===== src/rtl/gpio_bank_pkg.sv =====
package gpio_bank_pkg;
  localparam int unsigned ADDR_W = 3;

  typedef enum logic [ADDR_W-1:0] {
    REG_LEVEL = 3'd0,
    REG_DIR   = 3'd1,
    REG_SET   = 3'd2,
    REG_CLR   = 3'd3,
    REG_RISE  = 3'd4,
    REG_FALL  = 3'd5,
    REG_STAT  = 3'd6,
    REG_NONE  = 3'd7
  } reg_sel_e;
endpackage


===== src/rtl/gpio_sync.sv =====
module gpio_sync #(
  parameter int unsigned WIDTH = 32
) (
  input  logic             clk_i,
  input  logic             rst_ni,
  input  logic [WIDTH-1:0] async_i,
  output logic [WIDTH-1:0] sync_o
);
  for (genvar i = 0; i < WIDTH; i++) begin : g_bit
    logic meta_q, stab_q;
    always_ff @(posedge clk_i or negedge rst_ni) begin
      if (!rst_ni) begin
        meta_q <= 1'b0;
        stab_q <= 1'b0;
      end else begin
        meta_q <= async_i[i];
        stab_q <= meta_q;
      end
    end
    assign sync_o[i] = stab_q;
  end
endmodule


===== src/rtl/gpio_ctrl_regs.sv =====
module gpio_ctrl_regs
  import gpio_bank_pkg::*;
#(
  parameter int unsigned WIDTH = 32
) (
  input  logic              clk_i,
  input  logic              rst_ni,
  input  logic              we_i,
  input  reg_sel_e          sel_i,
  input  logic [WIDTH-1:0]  wdata_i,
  input  logic [WIDTH-1:0]  pin_mask_i,
  output logic [WIDTH-1:0]  dir_o,
  output logic [WIDTH-1:0]  latch_o,
  output logic [WIDTH-1:0]  rise_en_o,
  output logic [WIDTH-1:0]  fall_en_o
);
  logic [WIDTH-1:0] wd;
  assign wd = wdata_i & pin_mask_i;

  always_ff @(posedge clk_i or negedge rst_ni) begin
    if (!rst_ni) begin
      dir_o     <= '0;
      latch_o   <= '0;
      rise_en_o <= '0;
      fall_en_o <= '0;
    end else if (we_i) begin
      case (sel_i)
        REG_DIR:  dir_o     <= wd;
        REG_SET:  latch_o   <= latch_o | wd;
        REG_CLR:  latch_o   <= latch_o & ~wd;
        REG_RISE: rise_en_o <= wd;
        REG_FALL: fall_en_o <= wd;
        default: ;
      endcase
    end
  end
endmodule


===== src/rtl/gpio_edge_capture.sv =====
module gpio_edge_capture #(
  parameter int unsigned WIDTH = 32
) (
  input  logic             clk_i,
  input  logic             rst_ni,
  input  logic [WIDTH-1:0] pin_s_i,
  input  logic [WIDTH-1:0] rise_en_i,
  input  logic [WIDTH-1:0] fall_en_i,
  input  logic [WIDTH-1:0] clr_i,
  output logic [WIDTH-1:0] status_o,
  output logic             irq_o
);
  logic [WIDTH-1:0] prev_q, hit;

  assign hit = (pin_s_i & ~prev_q & rise_en_i) | (~pin_s_i & prev_q & fall_en_i);

  always_ff @(posedge clk_i or negedge rst_ni) begin
    if (!rst_ni) begin
      prev_q   <= '0;
      status_o <= '0;
      irq_o    <= 1'b0;
    end else begin
      prev_q   <= pin_s_i;
      // new edge overrides a simultaneous clear
      status_o <= (status_o & ~clr_i) | hit;
      irq_o    <= |status_o;
    end
  end
endmodule


===== src/rtl/gpio_edge_bank.sv =====
module gpio_edge_bank
  import gpio_bank_pkg::*;
#(
  parameter int unsigned NUM_PINS   = 32,
  parameter int unsigned VALID_PINS = 32
) (
  input  logic                clk_i,
  input  logic                rst_ni,
  input  logic [ADDR_W-1:0]   addr_i,
  input  logic                we_i,
  input  logic [NUM_PINS-1:0] wdata_i,
  output logic [NUM_PINS-1:0] rdata_o,
  input  logic [NUM_PINS-1:0] pad_i,
  output logic [NUM_PINS-1:0] pad_o,
  output logic [NUM_PINS-1:0] pad_oe_o,
  output logic                irq_o
);
  logic [NUM_PINS-1:0] pin_mask, pin_s, level, status_q, rise_q, fall_q, clr_word;
  reg_sel_e sel;

  for (genvar i = 0; i < NUM_PINS; i++) begin : g_mask
    assign pin_mask[i] = (i < VALID_PINS);
  end

  assign sel = reg_sel_e'(addr_i);

  gpio_sync #(.WIDTH(NUM_PINS)) u_sync (
    .clk_i   (clk_i),
    .rst_ni  (rst_ni),
    .async_i (pad_i),
    .sync_o  (pin_s)
  );
  assign level = pin_s & pin_mask;

  gpio_ctrl_regs #(.WIDTH(NUM_PINS)) u_regs (
    .clk_i      (clk_i),
    .rst_ni     (rst_ni),
    .we_i       (we_i),
    .sel_i      (sel),
    .wdata_i    (wdata_i),
    .pin_mask_i (pin_mask),
    .dir_o      (pad_oe_o),
    .latch_o    (pad_o),
    .rise_en_o  (rise_q),
    .fall_en_o  (fall_q)
  );

  assign clr_word = (we_i && sel == REG_STAT) ? (wdata_i & pin_mask) : '0;

  gpio_edge_capture #(.WIDTH(NUM_PINS)) u_edge (
    .clk_i     (clk_i),
    .rst_ni    (rst_ni),
    .pin_s_i   (level),
    .rise_en_i (rise_q),
    .fall_en_i (fall_q),
    .clr_i     (clr_word),
    .status_o  (status_q),
    .irq_o     (irq_o)
  );

  always_comb begin
    case (sel)
      REG_LEVEL: rdata_o = level;
      REG_DIR:   rdata_o = pad_oe_o;
      REG_RISE:  rdata_o = rise_q;
      REG_FALL:  rdata_o = fall_q;
      REG_STAT:  rdata_o = status_q;
      default:   rdata_o = '0;
    endcase
  end
endmodule


===== config.mk =====
export PLATFORM = sky130hd
export DESIGN_NAME = gpio_edge_bank
export DESIGN_NICKNAME = d
export VERILOG_FILES = /design/src/rtl/gpio_bank_pkg.sv /design/src/rtl/gpio_sync.sv /design/src/rtl/gpio_ctrl_regs.sv /design/src/rtl/gpio_edge_capture.sv /design/src/rtl/gpio_edge_bank.sv
export SDC_FILE = /design/constraint.sdc
export NUM_CORES = 1
export LEC_CHECK = 0
export ABC_AREA = 1
export BUFFER_PORTS_ARGS = -buffer_cell sky130_fd_sc_hd__buf_2
export CELL_PAD_IN_SITES_DETAIL_PLACEMENT = 0
export CELL_PAD_IN_SITES_GLOBAL_PLACEMENT = 1
export CORE_UTILIZATION = 45
export CTS_BUF_LIST = sky130_fd_sc_hd__clkbuf_16
export DETAILED_ROUTE_END_ITERATION = 8
export PLACE_DENSITY = 0.88
export SLEW_MARGIN = 20
export SYNTH_ARGS = -nofsm -noshare
export SYNTH_HDL_FRONTEND = slang
export SYNTH_SLANG_ARGS = --single-unit
export TNS_END_PERCENT = 5

===== constraint.sdc =====
create_clock -name clk_i -period 2.6 [get_ports clk_i]
set_input_delay 0.26 -clock clk_i [delete_from_list [all_inputs] [get_ports clk_i]]
set_output_delay 0.26 -clock clk_i [all_outputs]
set_load 0.005 [all_outputs]

==> impl_metrics.json, run 1 <==
{
  "status": "finished clean",
  "required_ns": 2.34,
  "m1WireLength_um": 13200,
  "wl_um": 28900,
  "seq_area_frac_synth": 0.601,
  "yosys.area.top_type": "dfrtp_1",
  "startpoint_type": "input port",
  "min_from": "wdata_i[15]",
  "postRouteAntennaNets": 0,
  "peakVddDrop_v": 0.000437,
  "numCtsBuffers": 28,
  "slew_headroom": 0.533,
  "yosys_warnings": 0,
  "cts_sinks": 257,
  "yosysTopAreaCellShare": 0.601,
  "area_growth_pct": 26.1,
  "max_slew.worst_pin.slew_ns": 0.700,
  "clk_pin_slew_ns": 0.06,
  "finalHoldViolCount": 0,
  "setup_slack_ns": 0.658,
  "top_layer_used": "met4",
  "nFillCells": 2146,
  "finalSetupTns_ns": 0,
  "netlist_area_sq_mm": 0.0107,
  "wl_per_cell_um": 15.8,
  "via_count": 8955,
  "power_density_mw_per_mm2": 738,
  "rsz0062_at_grt": "no",
  "startpoint": "addr_i[2]",
  "yosys-top-cells-area": "dfrtp_1 60%, nand2_1 10%, o21ai_0 7.3%",
  "fp.dieH_um": 156,
  "skew_ns": 0.00680,
  "overflow": 0,
  "drv_slew": 0,
  "min_period_ns": 1.94,
  "grt_max_degree": 88,
  "path_class": "in -> out",
  "cts-resized-gates": 0,
  "grt_use_total": 0.242,
  "dr_wl_met3_um": 1510,
  "drive_gt1_frac": 0.162,
  "wl_met2_um": 13700,
  "drt-pass1-iter-count": 5,
  "start_util": 0.457,
  "arrival_ns": 1.68,
  "gp_congestion": 0.798,
  "clock-root-buffer": "clkbuf_16",
  "cts_tree": "done",
  "critPathMaxFanout": 19,
  "synth_cells": 1256,
  "cts.path.max_buffers": 3,
  "nets": 1560,
  "cap_viol_max_count": 0,
  "p_leak_uw": 0.00685,
  "setup_violations": 0,
  "io_pins": 167,
  "clock_latency_ns": 0.53,
  "syn_avg_cell_area_sq_um": 8.52,
  "fin_crit_sh": 0.747,
  "ys_ff_latch": 257,
  "die_area_sq_mm": 0.0244,
  "antenna_found_initial": 1,
  "portBuffers": 166,
  "dp_hpwl_um": 18700,
  "place_ws_ns": 0.653,
  "die_w_um": 156,
  "min_path_type": "in -> reg",
  "fp-row-count": 56,
  "grt_pass1_vias": 8584,
  "drt_iter0_markers": 542,
  "r2r_start": "u_edge.status_o[23]",
  "post_drt_via_cell_ratio": 4.89,
  "htree_levels": 1,
  "core_area_sq_mm": 0.0234,
  "end_kind": "output port",
  "drcViolationCount": 0,
  "syn_nets": 1326,
  "grt_first_pass_wirelength_um": 45700,
  "yosys.cell_types.count": 20,
  "fmax_mhz": 515
}
cells by family (layout without fill, tap and decap cells):
| family | count (synthesis) | in the layout | share of synthesized area |
|---|---|---|---|
| other | 0 | 1 | 0 |
| DFF | 257 | 257 | 0.601 |
| AOI/OAI and AO/OA | 208 | 208 | 0.101 |
| and+or+nand+nor | 580 | 580 | 0.221 |
| buffers and inverters | 211 | 466 | 0.0770 |
path summary, 6_finish.rpt:
kind,end,slack (ns),cells past startpoint
min,u_regs.fall_en_o[15],0.02,3
max in group asynchronous,u_sync.g_bit[25].meta_q,1.51,3
min reg2reg,u_sync.g_bit[26].stab_q,0.34,0
min in group asynchronous,async pin,0.35,2
max reg2reg,u_edge.irq_o,1.48,6
max,rdata_o[31],0.66,8
area by class of cell:
type,count,area (sq um),share of cell area
inverter,155,582,0.0431
tap,319,399,0.0296
clock buffer,29,726,0.0538
sequential,257,6430,0.477
antenna,1,2.50,0.000186
clock inverter,22,101,0.00751
multi-input combinational,788,3480,0.258
timing repair buffer,260,1770,0.131
timing repair:
item | CTS | global route
setup buffers | 0 | 0
hold endpoints to repair | 142 | 1
hold buffers | 63 | 1
setup endpoints to repair | 0 | 0
metal layers:
layer,GRT usage,vias to the layer above
met3,0.0383,31
met5,0,-
met4,0.0598,0
li1,-,4435
met2,0.399,239
met1,0.333,4250
synthesized netlist by cell type:
master    instances
nand2_1         290
inv_1           153
nor2_4            1
a21oi_1          16
o21bai_1         15
buf_4             5
nand4_1           2
a22oi_1           1
nor3_1           32
nand3_1          97
nand3_2           1
nor2_1          156
nor3_2            1
buf_1            12
inv_2             2
clkbuf_1         29
dfrtp_1         257
o21ai_0         157
o21ai_1          19
buf_2            10
critical path: stages:
cell,delay (ns)
buf_2,0.33
buf_4,0.30
buf_4,0.30
nand3_1,0.10
o21ai_0,0.08
inv_1,0.06
nand2_1,0.11
buf_2,0.13
power breakdown:
part | internal (uW) | total [uW] | switching [uW]
Sequential | 4540 | 4880 | 336
Clock | 2010 | 3590 | 1590
Combinational | 630 | 1490 | 861
per-stage QoR:
| stage | instances | area [sq um] | power [uW] | utilization | hold slack [ns] |
|---|---|---|---|---|---|
| CTS | 1829 | 13500 | 10000 | 0.576 | 0.000986 |
| floorplan | 1256 | 10700 | 5620 | - | -0.0356 |
| finish | 1831 | 13500 | 9960 | 0.576 | 0.0216 |
| global placement | 1715 | 12000 | 6320 | 0.514 | 0.333 |
| global route | 1830 | 13500 | 10500 | 0.576 | 0.0326 |
| detailed placement | 1715 | 12000 | 6360 | 0.514 | 0.335 |
cells in the final DEF (no fill, tap or decap):
cell type and instances:
nand2_1 287, dfrtp_1 257, buf_2 165, inv_1 157, o21ai_0 157, nor2_1 152
nand3_1 97, dlygate4sd3_1 64, nor3_1 32, clkbuf_16 29, buf_4 25, o21ai_1 19
a21oi_1 16, o21bai_1 15, clkinv_1 10, clkinv_2 6, buf_12 5, nor2_4 4
nand2_2 3, inv_2 2, nand4_1 2, diode_2 1, nor2_2 1, nor3_2 1
a22oi_1 1, nand3_2 1, inv_8 1, clkinvlp_4 1, buf_8 1
No activity file was read; power rests on OpenSTA's default activity.
==> run 2, diff against run 1 <==
--- a/config.mk
+++ b/config.mk
@@ -9,10 +9,10 @@
 export BUFFER_PORTS_ARGS = -buffer_cell sky130_fd_sc_hd__buf_2
 export CELL_PAD_IN_SITES_DETAIL_PLACEMENT = 0
 export CELL_PAD_IN_SITES_GLOBAL_PLACEMENT = 1
-export CORE_UTILIZATION = 45
+export CORE_UTILIZATION = 42
 export CTS_BUF_LIST = sky130_fd_sc_hd__clkbuf_16
 export DETAILED_ROUTE_END_ITERATION = 8
-export PLACE_DENSITY = 0.88
+export PLACE_DENSITY = 0.83
 export SLEW_MARGIN = 20
 export SYNTH_ARGS = -nofsm -noshare
 export SYNTH_HDL_FRONTEND = slang
==> constraint.sdc (replaced) <==
create_clock -name clk_i -period 2 [get_ports clk_i]
set_input_delay 0.2 -clock clk_i [delete_from_list [all_inputs] [get_ports clk_i]]
set_output_delay 0.2 -clock clk_i [all_outputs]
set_load 0.005 [all_outputs]
==> run 2 against run 1 <==
  * Critical endpoint is now rdata_o[17]
  * Clock-buffer cell count is 2 lower
  * Clock power is 31% higher
  * Critical path type is now reg -> out
  * Final area is 0.88% higher
  * The run now ends with design-rule violations left
  * Highest routed layer unchanged
  * Die area is 7.0% higher
  * Register-to-register slack worse by 0.60 ns
  * Global-route usage is 0.88 points lower
==> impl_metrics.json, run 2 (synthesized netlist as in run 1, its figures left out) <==
{
  "fmax_mhz": 615,
  "cp_top_family": "flip-flops",
  "die_w_um": 162,
  "drive_gt1_frac": 0.170,
  "startpoint": "u_sync.g_bit[17].stab_q",
  "cp.depth": 5,
  "clk_pin_slew_ns": 0.06,
  "numCtsBuffers": 27,
  "wl_um": 29500,
  "drt_iter0_markers": 722,
  "finalSetupTns_ns": 0,
  "start_util": 0.426,
  "required_ns": 1.80,
  "skew_ns": 0.00871,
  "nets": 1568,
  "cp_num_buf_inv": 1,
  "fin_cells": 1846,
  "grt_pass1_vias": 8776,
  "fin_crit_sh": 0.813,
  "cts_setup_buffers": 0,
  "dp_hpwl_um": 19600,
  "critPathSlowestCell": "dfrtp_1",
  "clock_latency_ns": 0.53,
  "post_drt_via_cell_ratio": 4.87,
  "holdBufCountCts": 65,
  "overflow": 0,
  "postRouteAntennaNets": 0,
  "final_common_cell": "nand2_1",
  "r2r_start": "u_edge.status_o[23]",
  "finalHoldViolCount": 0,
  "wl_per_cell_um": 16.0,
  "grt_first_pass_wirelength_um": 47200,
  "failed_checks": "design-rule violations",
  "status": "finished, violations left",
  "slew_headroom": 0.649,
  "wl_met2_um": 14000,
  "critPathMaxFanout": 4,
  "drt-pass1-iter-count": 7,
  "dpl_cell_area_sq_mm": 0.0121,
  "cts_tree": "done",
  "setup_violations": 0,
  "path_cells": "nand3_1 -> nand2_1 -> nor2_1 -> nand2_1 -> buf_2",
  "m1WireLength_um": 13400,
  "max_stage_delay_ns": 0.41,
  "final_cell_mix": "287 x nand2_1, 257 x dfrtp_1, 165 x buf_2",
  "crit_top_cell": "nand2_1",
  "arrival_ns": 1.43,
  "grt_max_degree": 63,
  "startpoint_type": "register",
  "diodes": 0,
  "hold_depth": 5,
  "min_from": "we_i",
  "min_path_type": "in -> reg",
  "area_growth_pct": 27.2,
  "top_layer_used": "met4",
  "r2r_cells": 6,
  "post-place-cells": 1734,
  "path_class": "reg -> out",
  "dr_wl_met3_um": 1450,
  "htree_levels": 1,
  "min_period_ns": 1.63,
  "power_density_mw_per_mm2": 957,
  "io_pins": 167,
  "portBuffers": 166,
  "fp.dieH_um": 162,
  "drv_slew": 0,
  "end_kind": "output port",
  "max_slew.worst_pin.slew_ns": 0.526,
  "die_area_sq_mm": 0.0261,
  "stdcell_area_sq_mm": 0.0136,
  "via_count": 8981,
  "cap_viol_max_count": 0,
  "drcViolationCount": 1,
  "antenna_found_initial": 0,
  "fp-row-count": 58,
  "peakVddDrop_v": 0.000735,
  "clock-root-buffer": "clkbuf_16",
  "gp_congestion": 0.793,
  "rsz0062_at_grt": "no",
  "cts.path.max_buffers": 3,
  "cts_sinks": 257,
  "core_area_sq_mm": 0.0251,
  "grt_use_total": 0.233,
  "cts-resized-gates": 0,
  "p_leak_uw": 0.00691
}
## run 2: changes by cell type in the layout (fill, tap and decap cells not counted), moves of 2 or more
cell,before,now
clkbuf_16,29,27
buf_4,25,30
buf_12,5,8
clkinv_2,6,9
clkinv_1,10,2
bufinv_16,0,2
## run 2: worst paths after layout
path / endpoint / slack (ns)
worst max-delay path: rdata_o[17] / 0.37
worst min-delay path: register / 0.18
worst max register to register: u_edge.irq_o / 0.88
worst min register to register: u_sync.g_bit[1].stab_q / 0.35
max in group asynchronous: u_edge.status_o[22] / 1.00
min in group asynchronous: async pin / 0.21
## run 2: worst reg2reg max path: cells and delay by family, from the launching register on
| family | cells | cell delay (ns) |
|---|---|---|
| buffers and inverters | 1 | 0.13 |
| DFF | 1 | 0.36 |
| and+or+nand+nor | 5 | 0.52 |
## run 2: power breakdown
part / total (uW) / internal, uW / switching (uW)
registers: 6350 / 5900 / 445
logic: 1960 / 835 / 1120
clock network: 4720 / 2700 / 2010
## run 2: final cells by class
class / count / area, sq um
clock buffers: 27 / 676
clock inverters: 20 / 151
fillers: 2385 / 11500
inverters: 155 / 582
multi-input cells: 788 / 3480
flip-flops and latches: 257 / 6430
well taps: 330 / 413
repair buffers: 269 / 1880
## run 2: metal layers
metal / vias to the layer above / global-route usage
li1: 4444 / -
met1: 4253 / 0.322
met2: 238 / 0.387
met3: 46 / 0.0308
met4: 0 / 0.0609
met5: - / 0
## run 2: stage by stage
step           power, uW  utilization  hold WS (ns)  setup WS, ns
3_5_place_dp        8300        0.483         0.190         0.387
5_1_grt            13800        0.542         0.195         0.260
4_1_cts            13200        0.542         0.161         0.331
6_report           13000        0.542         0.183         0.373
2_1_floorplan       7310            -       -0.0956         0.704
3_3_place_gp        8240        0.483         0.185         0.438
